**src/rtl/lowtrans_scan_tpg.sv**
```systemverilog
module lowtrans_scan_tpg #(
  parameter int NCHAIN    = 4,
  parameter int CHAIN_LEN = 8,
  parameter int NPI       = 8,
  parameter logic [NPI-1:0] LFSR_TAPS = 8'hB8,
  parameter logic [NPI-1:0] SEED_INIT = 1,
  parameter int LIM_W     = 8
) (
  input  logic              clk,
  input  logic              rst_n,
  input  logic              start,
  input  logic [LIM_W-1:0]  seed_limit,
  output logic [NCHAIN-1:0] scan_in,
  output logic              scan_en,
  output logic              capture,
  output logic [NPI-1:0]    pi_vec,
  output logic              done
);
  localparam int SH_W = (CHAIN_LEN > 1) ? $clog2(CHAIN_LEN) : 1;
  localparam int VC_W = $clog2(2*CHAIN_LEN + 1);
  localparam logic [SH_W-1:0] SH_LAST = SH_W'(CHAIN_LEN - 1);
  localparam logic [VC_W-1:0] VC_LAST = VC_W'(2*CHAIN_LEN - 1);

  typedef enum logic [2:0] {S_IDLE, S_SEED, S_STEP, S_SHIFT, S_CAPT, S_DONE} st_t;

  st_t              st;
  logic [NPI-1:0]       lfsr;
  logic [CHAIN_LEN-1:0] jv;
  logic [SH_W-1:0]      shc;
  logic [VC_W-1:0]      vc;
  logic [LIM_W-1:0]     sc, lim_q;

  wire [NPI-1:0] lfsr_nxt = {lfsr[NPI-2:0], ^(lfsr & LFSR_TAPS)};
  wire           last_seed = ({1'b0, sc} + 1'b1) == {1'b0, lim_q};

  always_ff @(posedge clk or negedge rst_n) begin
    if (!rst_n) begin
      st    <= S_IDLE;
      lfsr  <= SEED_INIT;
      jv    <= '0;
      shc   <= '0;
      vc    <= '0;
      sc    <= '0;
      lim_q <= '0;
    end else begin
      case (st)
        S_IDLE, S_DONE: if (start) begin
          lfsr  <= SEED_INIT;
          jv    <= '0;
          sc    <= '0;
          vc    <= '0;
          lim_q <= seed_limit;
          st    <= (seed_limit == '0) ? S_DONE : S_SEED;
        end
        S_SEED: begin
          lfsr <= lfsr_nxt;
          vc   <= '0;
          st   <= S_STEP;
        end
        S_STEP: begin
          jv  <= {jv[CHAIN_LEN-2:0], ~jv[CHAIN_LEN-1]};
          shc <= '0;
          st  <= S_SHIFT;
        end
        S_SHIFT: begin
          jv  <= {jv[CHAIN_LEN-2:0], jv[CHAIN_LEN-1]};
          shc <= shc + 1'b1;
          if (shc == SH_LAST) st <= S_CAPT;
        end
        S_CAPT: begin
          vc <= vc + 1'b1;
          if (vc == VC_LAST) begin
            sc <= sc + 1'b1;
            st <= last_seed ? S_DONE : S_SEED;
          end else begin
            st <= S_STEP;
          end
        end
        default: st <= S_IDLE;
      endcase
    end
  end

  assign scan_en = (st == S_SHIFT);
  assign capture = (st == S_CAPT);
  assign done    = (st == S_DONE);
  assign pi_vec  = lfsr;
  assign scan_in = scan_en ? (lfsr[NCHAIN-1:0] ^ {NCHAIN{jv[CHAIN_LEN-1]}}) : '0;

  initial begin
    a_r2_seed_width: assert (NPI >= NCHAIN && CHAIN_LEN >= 2);
  end

  a_r5_capture_after_shift: assert property (@(posedge clk) disable iff (!rst_n)
    capture |-> $past(scan_en));
  a_r5_capture_single: assert property (@(posedge clk) disable iff (!rst_n)
    capture |=> !capture);
  a_r5_no_overlap: assert property (@(posedge clk) disable iff (!rst_n)
    !(capture && scan_en));
  a_r3_seed_steady: assert property (@(posedge clk) disable iff (!rst_n)
    (scan_en || capture) && $past(scan_en) |-> $stable(pi_vec));
  a_r8_done_quiet: assert property (@(posedge clk) disable iff (!rst_n)
    done |-> !scan_en && !capture);
  a_r2_seed_nonzero: assert property (@(posedge clk) disable iff (!rst_n)
    pi_vec != '0);
  a_r4_johnson_hold: assert property (@(posedge clk) disable iff (!rst_n)
    $rose(scan_en) |-> !$past(scan_en) && !$past(capture));
endmodule

```
**config.mk**
```make
export PLATFORM = sky130hd
export DESIGN_NAME = lowtrans_scan_tpg
export DESIGN_NICKNAME = d
export VERILOG_FILES = /design/src/rtl/lowtrans_scan_tpg.sv
export SDC_FILE = /design/constraint.sdc
export NUM_CORES = 1
export LEC_CHECK = 0
export ABC_AREA = 1
export BUFFER_PORTS_ARGS = -buffer_cell sky130_fd_sc_hd__buf_2
export CAP_MARGIN = 25
export CORE_MARGIN = 4
export CORE_UTILIZATION = 55
export CTS_CLUSTER_DIAMETER = 120
export CTS_CLUSTER_SIZE = 24
export DETAILED_ROUTE_END_ITERATION = 10
export PLACE_DENSITY = 0.76
export SYNTH_ARGS = -nofsm -noshare
export SYNTH_HDL_FRONTEND = slang
export SYNTH_SLANG_ARGS = --single-unit
```
**constraint.sdc**
```tcl
create_clock -name clk -period 2.1 [get_ports clk]
set_input_delay 0.42 -clock clk [delete_from_list [all_inputs] [get_ports clk]]
set_output_delay 0.42 -clock clk [all_outputs]
set_load 0.03 [all_outputs]
```
# [Word-level counts from Yosys, hierarchy flattened]
# Cells that the tools add are included.
[totals] word_cells=55 output_inout_bits=15 in_bits=11 ff_bits=43
[op_classes] n_reduce_logical=15 muxes=16 add_sub_neg=4 bitwise_logic=2 eq_ne=11
[ops] cell="$pmux W8 S2" count=2
[ops] cell="$mux W8" count=3
[ops] cell="$pmux W8 S3" count=1
[ops] cell="$mux W3" count=5
[ops] cell="$pmux W3 S5" count=1
[ops] cell="$pmux W5 S3" count=1
[ops] cell="$reduce_and A2 Y1" count=5
[ops] cell="$add A8 B1 Y9 const B" count=1
[ops] cell="$eq A3 B3 Y1 const B" count=3
[ops] cell="$eq A9 B8 Y1" count=1
[ops] cell="$add A8 B1 Y8 const B" count=1
[ops] cell="$logic_not A8 Y1" count=1
[ops] cell="$reduce_xor A8 Y1" count=1
[ops] cell="$eq A3 B2 Y1 const B" count=2
[ops] cell="$pmux W3 S2" count=1
[ops] cell="$reduce_bool A2 Y1" count=3
[ops] cell="$reduce_bool A3 Y1" count=2
[ops] cell="$add A5 B1 Y5 const B" count=1
[ops] cell="$eq A5 B4 Y1 const B" count=1
[ops] cell="$mux W5" count=1
[ops] cell="$mux W4" count=1
[ops] cell="$ne A2 B1 Y1 const B" count=2
[ops] cell="$xor A4 B4 Y4" count=1
[ops] cell="$add A3 B1 Y3 const B" count=1
[ops] cell="6 further kinds" count=6

# [Logic depth before layout (Yosys ltp)]
# Gate-level depths: netlist of the first run.
[logic_depth] depth_word=5 depth_mapped=14 mapped_depth_nobuf=14

# [Worst setup path after synthesis of the first run]
# Ideal clock, no wire load.
[synth_path] path_type="flip-flop to output port" start="register lfsr[0] (netlist: pi_vec[0])" end="output port scan_in[0]" path_stages_with_launch=3 arrival_time_ps=1202 setup_slack_ps=478 t_required_ps=1680 path_buffers=0 path_cell_list="dfstp_2 -> nand2_1 -> a21oi_1"
[synth_via] elab_chain_len=2
[synth_lines] element="from (decl)" line_no="27" rtl="logic [NPI-1:0] lfsr;"
[synth_lines] element="from (signal assigned)" line_no="56" rtl="lfsr <= lfsr_nxt;"
[synth_lines] element="$xor A4 B4 Y4" line_no="88" rtl="assign scan_in = scan_en ? (lfsr[NCHAIN-1:0] ^ {NCHAIN{jv[CHAIN_LEN-1]}}) : '0;"
[synth_lines] element="$mux W4" line_no="88"
[synth_lines] element="to (decl)" line_no="13" rtl="output logic [NCHAIN-1:0] scan_in,"
# Every way passes these cells.

# [Worst setup path in the final report of the first run]
[layout_path] start="register st[2]" end="output port scan_en"
[layout_via] elab_chain_len=1
[layout_lines] element="from (decl)" line_no="26" rtl="st_t st;"
[layout_lines] element="from (signal assigned)" line_no="53" rtl="st <= (seed_limit == '0) ? S_DONE : S_SEED;"
[layout_lines] element="from (signal assigned)" line_no="74" rtl="st <= last_seed ? S_DONE : S_SEED;"
[layout_lines] element="$eq A3 B2 Y1" line_no="84" rtl="assign scan_en = (st == S_SHIFT);"
[layout_lines] element="to (decl)" line_no="14" rtl="output logic scan_en,"
# Every way passes these cells.

==> results by group, run 1 <==
STA
  • RSZ-0062 raised after global routing: false
  • Final TNS setup: 0 ns
  • Hold WS: between 0.1 and 0.15 ns
  • Final hold vios: 0
  • Final setup margin: slightly above 0.2 ns
  • Fin crit period: 1.89 ns
  • Setup violators final: 0
  • Final cycle utilization of the critical path: 90.2%
  • Clock Skew: 0.00547 ns
  • Least-Margin Pin Slew: 0.606 ns
  • Fmax: 0.528 GHz
  • Pins Over Slew Limit: 0
  • Slew headroom: 59.6%

Clock tree
  • Resize count post-CTS: 0
  • Post-CTS Setup Bufs: 0
  • CTS tree: yes
  • CTS clk-pin slew, worst paths: approximately 0.080 ns
  • CTS Buf Count: 5
  • Clock latency on the worst-skew pair: 0.29 ns
  • Clock sinks: 43
  • # hold bufs at CTS: 0
  • H-tree lvl count: 2
  • CTS root buf: clkbuf_8
  • CTS max path bufs: 2

Logic synthesis
  • Ys Warns: 0
  • Syn Inst Count: between 200 and 300
  • Yosys cell types: 34
  • Largest family of logic cells by synthesized area: simple AND/OR/NAND/NOR gates
  • Post-Syn Area: 2210 um^2
  • Mapped Nets: 291
  • Synth Area per Inst: 8.03 um^2
  • #FFs+latches synth: 43
  • Sequential-to-total area share from yosys stat: 48.8%
  • Post-Synth XOR/XNOR Area: 1.19%
  • Synth Area in Compound Gates: 13.4%
  • Post-synthesis adder-cell area fraction: 2.83%
  • Mux cell area share after synthesis: 0.453%
  • Synth Area in Simple Gates: 24.3%

Floorplan
  • CORE AREA: 3770 um^2
  • Die ar.: 5100 um^2
  • Rows: 22
  • Initial Utilization: 58.6%
  • Top Ports: 26
  • Die height: between 70 and 80 um
  • Die width: 71.4 um

Route
  • DRC Markers: 0
  • Detailed-route vias per instance: 5.17
  • Post-route ant nets: 0
  • Iteration-0 DRC Markers: 95
  • Wirelength, routed: 4350 um
  • Pre-antenna DRT Iters: 4
  • Vias: 1841
  • Routed wire per std cell: 12.2 um

Critical path
  • Reg2Reg Depth: 14
  • FF-to-FF setup slack: 0.31 ns
  • CP max-delay cell: dfrtp_1
  • R2R Path Start: vc[0]
  • Reg2reg end: st[2]
  • CP Capture Type: output pin
  • Critical path startpoint category: flip-flop
  • CP Data Required Time: 1.68 ns
  • Worst Path Max Fanout: 8
  • Critical path, cell by cell: nor2_1 > nand2_1 > inv_1 > buf_2
  • Largest stage delay, worst path: 0.44 ns
  • Setup Crit Path Kind: reg -> out
  • Critical path arrival: 1.47 ns

Job
  • Max-cap check violation count: 0

Min path
  • HP Class: in -> async

Cells and area
  • Antenna diodes: 0
  • Area delta synth->final: 12.8%
  • Commonest cells after routing, fill and taps aside: 79 x nand2_1, 46 x inv_1, 42 x dfrtp_1
  • Cell area after layout: 2490 um^2
  • Finished Layout Cells: 356
  • Final core utilization: about two thirds
  • Commonest non-fill, non-tap cell in the layout: nand2_1
  • Fraction of layout instances using a drive strength above 1: 15.9%
  • Fin nets: 323

Placed design
  • Post-DP HPWL: ~3300 um
  • Dpl ws: approximately 0.32 ns
  • Placed Cells: 348
  • PortBufs: 25
  • Post-placement cell area: between 2000 and 2500 um^2
  • GPL Wtd Cong: 0.848

GRT
  • Total track usage: a little under a fifth
  • GRT overflow: 0
  • Initial antenna violation count: 0
  • First-pass GRT wire length: ~7600 um
  • Largest net degree at the start of global routing: 29
  • Vias in the first global route: 1812

Power
  • Pwr Density: ~1300 nW/um^2
  • Pleak: about 1.3 nW
  • Max VDD drop: 0.000840 V
  • Total power: 3.21 mW

Run status
  • Status: finished clean
## layout make-up
class	instances	area, um^2
multi-input cells	180	933
inverters	50	190
fillers	321	1280
flip-flops and latches	43	1080
well taps	48	60.1
repair buffers	27	140
clock buffers	7	86.3
clock inverters	1	5.00
## state kept, by name, indices dropped and copies added, names as in the netlist
| register | flops |
|---|---|
| vc | 5 |
| lim_q | 8 |
| jv | 8 |
| st | 3 |
| shc | 3 |
| pi_vec | 8 |
| sc | 8 |
## synth_stat cells
library cell / number / share of area, %
nand3b_1: 3 / 1.0
inv_4: 1 / 0.28
clkbuf_1: 1 / 0.17
nor3_1: 1 / 0.23
mux2i_1: 1 / 0.45
nand2_2: 2 / 0.57
inv_2: 3 / 0.51
ha_1: 5 / 2.8
o21ai_0: 15 / 3.4
o22ai_1: 16 / 4.5
inv_1: 46 / 7.8
nor4_1: 2 / 0.57
a2111o_1: 1 / 0.51
nor2_2: 3 / 0.85
nor3_2: 1 / 0.45
o21ai_2: 1 / 0.40
nor2_4: 1 / 0.51
a22o_1: 2 / 0.79
a21oi_1: 10 / 2.3
nor2_8: 1 / 0.91
nand3_1: 11 / 2.5
o21ai_1: 1 / 0.23
buf_2: 1 / 0.23
o21bai_1: 1 / 0.34
nand2_4: 1 / 0.51
xnor2_1: 2 / 0.79
dfrtp_1: 42 / 48
xor2_1: 1 / 0.40
o221ai_1: 1 / 0.40
dfstp_2: 1 / 1.2
nand4_1: 1 / 0.28
nand2_1: 79 / 13
nor2_1: 15 / 2.5
a31oi_1: 2 / 0.57
## critical path, delay by kind of cell, from the launching register on
kind | cells | cell delay, ns
flops | 1 | 0.44
simple gates | 2 | 0.35
buf+inv | 2 | 0.40
## per-layer routing
metal	vias up	global-route usage, %	routed length (um)
li1	949	-	-
met1	854	22.9	1990
met2	30	31.8	2110
met3	8	4.35	168
met4	0	6.47	77
met5	-	0	0
## logic make-up after synthesis
family          count (synthesis)
fa+ha+maj                       5
mux                             1
xor+xnor                        3
compound gates                 50
flops                          43
simple gates                  121
buf+inv                        52
## where the power goes
part	total [mW]	internal, mW	leakage [nW]	switching [mW]
Clock	0.537	0.265	0.0482	0.271
Combinational	1.39	0.447	0.677	0.939
Sequential	1.29	1.11	0.567	0.183
## how the worst max path moves through the flow
stage / start / to / slack [ns] / cells past startpoint
after floorplan: pi_vec[0] / scan_in[0] / 0.48 / 2
final: st[2] / scan_en / 0.21 / 4
after global placement: vc[0] / st[2] / 0.39 / 14
after CTS: st[2] / scan_en / 0.20 / 4
after global routing: st[2] / scan_in[1] / 0.03 / 4
after detailed placement: vc[0] / st[2] / 0.32 / 14
No activity file was read; power rests on OpenSTA's default activity.
==> run 2: changes to the inputs <==
==> constraint.sdc (replaced) <==
create_clock -name clk -period 2.1 [get_ports clk]
set_input_delay 0.21 -clock clk [delete_from_list [all_inputs] [get_ports clk]]
set_output_delay 0.21 -clock clk [all_outputs]
set_load 0.03 [all_outputs]
==> run 2 against run 1 <==
Sequential share of layout area shrank 0.19 points. Critical path type is now reg -> reg. Clock skew grew 0.0068 ns. Largest cell class unchanged. Final cell count is the same. Flip-flop and latch count is the same.
==> results by group, run 2 (synthesis gave the netlist of run 1 again) <==
Run status
  • Status: finished clean (unchanged)

Floorplan
  • Initial Utilization: 58.6% (unchanged)
  • Top Ports: 26 (unchanged)
  • Rows: 22 (unchanged)
  • Die height: 71.4 um (unchanged)
  • CORE AREA: 3770 um^2 (unchanged)
  • Die ar.: 5100 um^2 (unchanged)
  • Die width: 71.4 um (unchanged)

Route
  • Wirelength, routed: 4470 um (was 4350 um)
  • Iteration-0 DRC Markers: 132 (was 95)
  • Top Layer Used: met4 (unchanged)
  • Vias: 1840 (was 1841)
  • Post-route ant nets: 0 (unchanged)
  • Pre-antenna DRT Iters: 4 (unchanged)
  • DRC Markers: 0 (unchanged)
  • Detailed-route vias per instance: 5.17 (about the same)
  • WL met1: 1990 um (about the same)
  • Routed wire per std cell: 12.6 um (was 12.2 um)
  • Met3 WL post-DR: 159 um (was 168 um)
  • Met2 Wirelength: 2270 um (was 2110 um)

STA
  • Final TNS setup: 0 ns (unchanged)
  • Hold WS: 0.131 ns (was 0.129 ns)
  • Slew headroom: 64.1% (was 59.6%)
  • Fin crit period: 1.77 ns (was 1.89 ns)
  • Final hold vios: 0 (unchanged)
  • Clock Skew: 0.0123 ns (was 0.00547 ns)
  • RSZ-0062 raised after global routing: false (unchanged)
  • Setup violators final: 0 (unchanged)
  • Pins Over Slew Limit: 0 (unchanged)
  • Fmax: 0.566 GHz (was 0.528 GHz)
  • Least-Margin Pin Slew: 0.538 ns (was 0.606 ns)
  • Final cycle utilization of the critical path: 84.2% (was 90.2%)

Critical path
  • Critical path arrival: 1.95 ns (was 1.47 ns)
  • CP max-delay cell: dfrtp_1 (unchanged)
  • Critical path startpoint category: flip-flop (unchanged)
  • CP top delay family: simple AND/OR/NAND/NOR gates (was flip-flops)
  • Setup Crit Path Kind: reg -> reg (was reg -> out)
  • Buf/Inv on CP: 4 (was 2)
  • CP Capture Type: flip-flop (was output pin)
  • Worst Path Max Fanout: 10 (was 8)
  • Critical path, cell by cell: ha_1 > nand2_1 > nor2_1 > ha_1 > inv_1 > nor2_4 > inv_1 > nand2_4 > inv_2 > a21oi_1 > inv_1 (was nor2_1 > nand2_1 > inv_1 > buf_2)
  • CP dominant cell by count: inv_1
  • Largest stage delay, worst path: 0.39 ns (was 0.44 ns)
  • CP Data Required Time: 2.29 ns (was 1.68 ns)

Clock tree
  • Clock latency on the worst-skew pair: 0.29 ns (about the same)
  • CTS tree: yes (unchanged)
  • Resize count post-CTS: 0 (unchanged)
  • Clock sinks: 43 (unchanged)
  • CTS Buf Count: 5 (unchanged)
  • CTS max path bufs: 2 (unchanged)
  • # hold bufs at CTS: 1 (was 0)
  • Post-CTS Setup Bufs: 0 (unchanged)
  • H-tree lvl count: 2 (unchanged)
  • CTS root buf: clkbuf_8 (unchanged)
  • CTS clk-pin slew, worst paths: 0.08 ns (about the same)

Cells and area
  • Commonest cells after routing, fill and taps aside: 79 x nand2_1, 46 x inv_1, 42 x dfrtp_1 (unchanged)
  • Commonest non-fill, non-tap cell in the layout: nand2_1 (unchanged)
  • Fin nets: 323 (unchanged)
  • Area delta synth->final: 13.3% (was 12.8%)
  • Antenna diodes: 0 (unchanged)
  • Fraction of layout instances using a drive strength above 1: 15.6% (was 15.9%)

GRT
  • Initial antenna violation count: 0 (unchanged)
  • Total track usage: 18.9% (was 18.6%)
  • Largest net degree at the start of global routing: 44 (was 29)
  • First-pass GRT wire length: 7700 um (was 7630 um)
  • GRT overflow: 0 (unchanged)
  • Vias in the first global route: 1798 (was 1812)

Power
  • Pwr Density: 1300 nW/um^2 (was 1290 nW/um^2)
  • Max VDD drop: 0.000862 V (was 0.000840 V)
  • Pleak: 1.30 nW (was 1.29 nW)

Min path
  • HP Class: in -> reg (was in -> async)

Placed design
  • Post-DP HPWL: 3320 um (was 3340 um)
  • GPL Wtd Cong: 0.829 (was 0.848)
  • PortBufs: 25 (unchanged)

Job
  • Max-cap check violation count: 0 (unchanged)
==> run 2: worst reg2reg max path, delay by kind of cell (launching register included) <==
| family | cells | cell delay [ns] |
|---|---|---|
| and+or+nand+nor | 4 | 0.48 |
| DFF | 1 | 0.39 |
| adders and majority gates | 2 | 0.34 |
| buffers and inverters | 4 | 0.29 |
| AOI/OAI and AO/OA | 1 | 0.15 |
==> run 2: path summary, 6_finish.rpt <==
check	end	slack, ns	startpoint	depth (start not counted)
min reg2reg	lim_q[2]	0.51	lim_q[2]	2
max in group asynchronous	pi_vec[0]	1.21	rst_n	3
max reg2reg	sc[7]	0.33	vc[0]	11
max	sc[7]	0.33	vc[0]	11
min	lim_q[4]	0.13	seed_limit[4]	3
min in group asynchronous	lim_q[1]	0.52	rst_n	3
==> run 2: final cells by class <==
cell class | instances | area, um^2
Multi-Input combinational cell | 180 | 933
Timing Repair Buffer | 27 | 143
Inverter | 50 | 190
Fill cell | 304 | 1270
Sequential cell | 43 | 1080
Clock buffer | 8 | 100
Tap cell | 48 | 60.1
==> run 2: through the flow <==
step / utilization, % / power (mW) / std cells / setup WS (ns) / instance area, um^2
floorplan: - / 2.35 / 275 / 0.511 / 2210
global placement: 63.5 / 2.66 / 347 / 0.403 / 2390
detailed placement: 63.5 / 2.71 / 347 / 0.330 / 2390
CTS: 66.4 / 3.28 / 356 / 0.328 / 2500
global route: 66.4 / 3.53 / 356 / 0.161 / 2500
finish: 66.4 / 3.27 / 356 / 0.333 / 2500
==> run 2: layer usage <==
metal,global-route usage (%),vias to the layer above
met5,0,-
met1,22.8,853
met3,4.49,5
met2,33.1,25
met4,6.05,0
li1,-,957
==> run 2: power breakdown <==
group,total (mW),switching [mW],internal (mW)
Sequential,1.29,0.188,1.11
Clock,0.568,0.268,0.300
Combinational,1.40,0.957,0.446
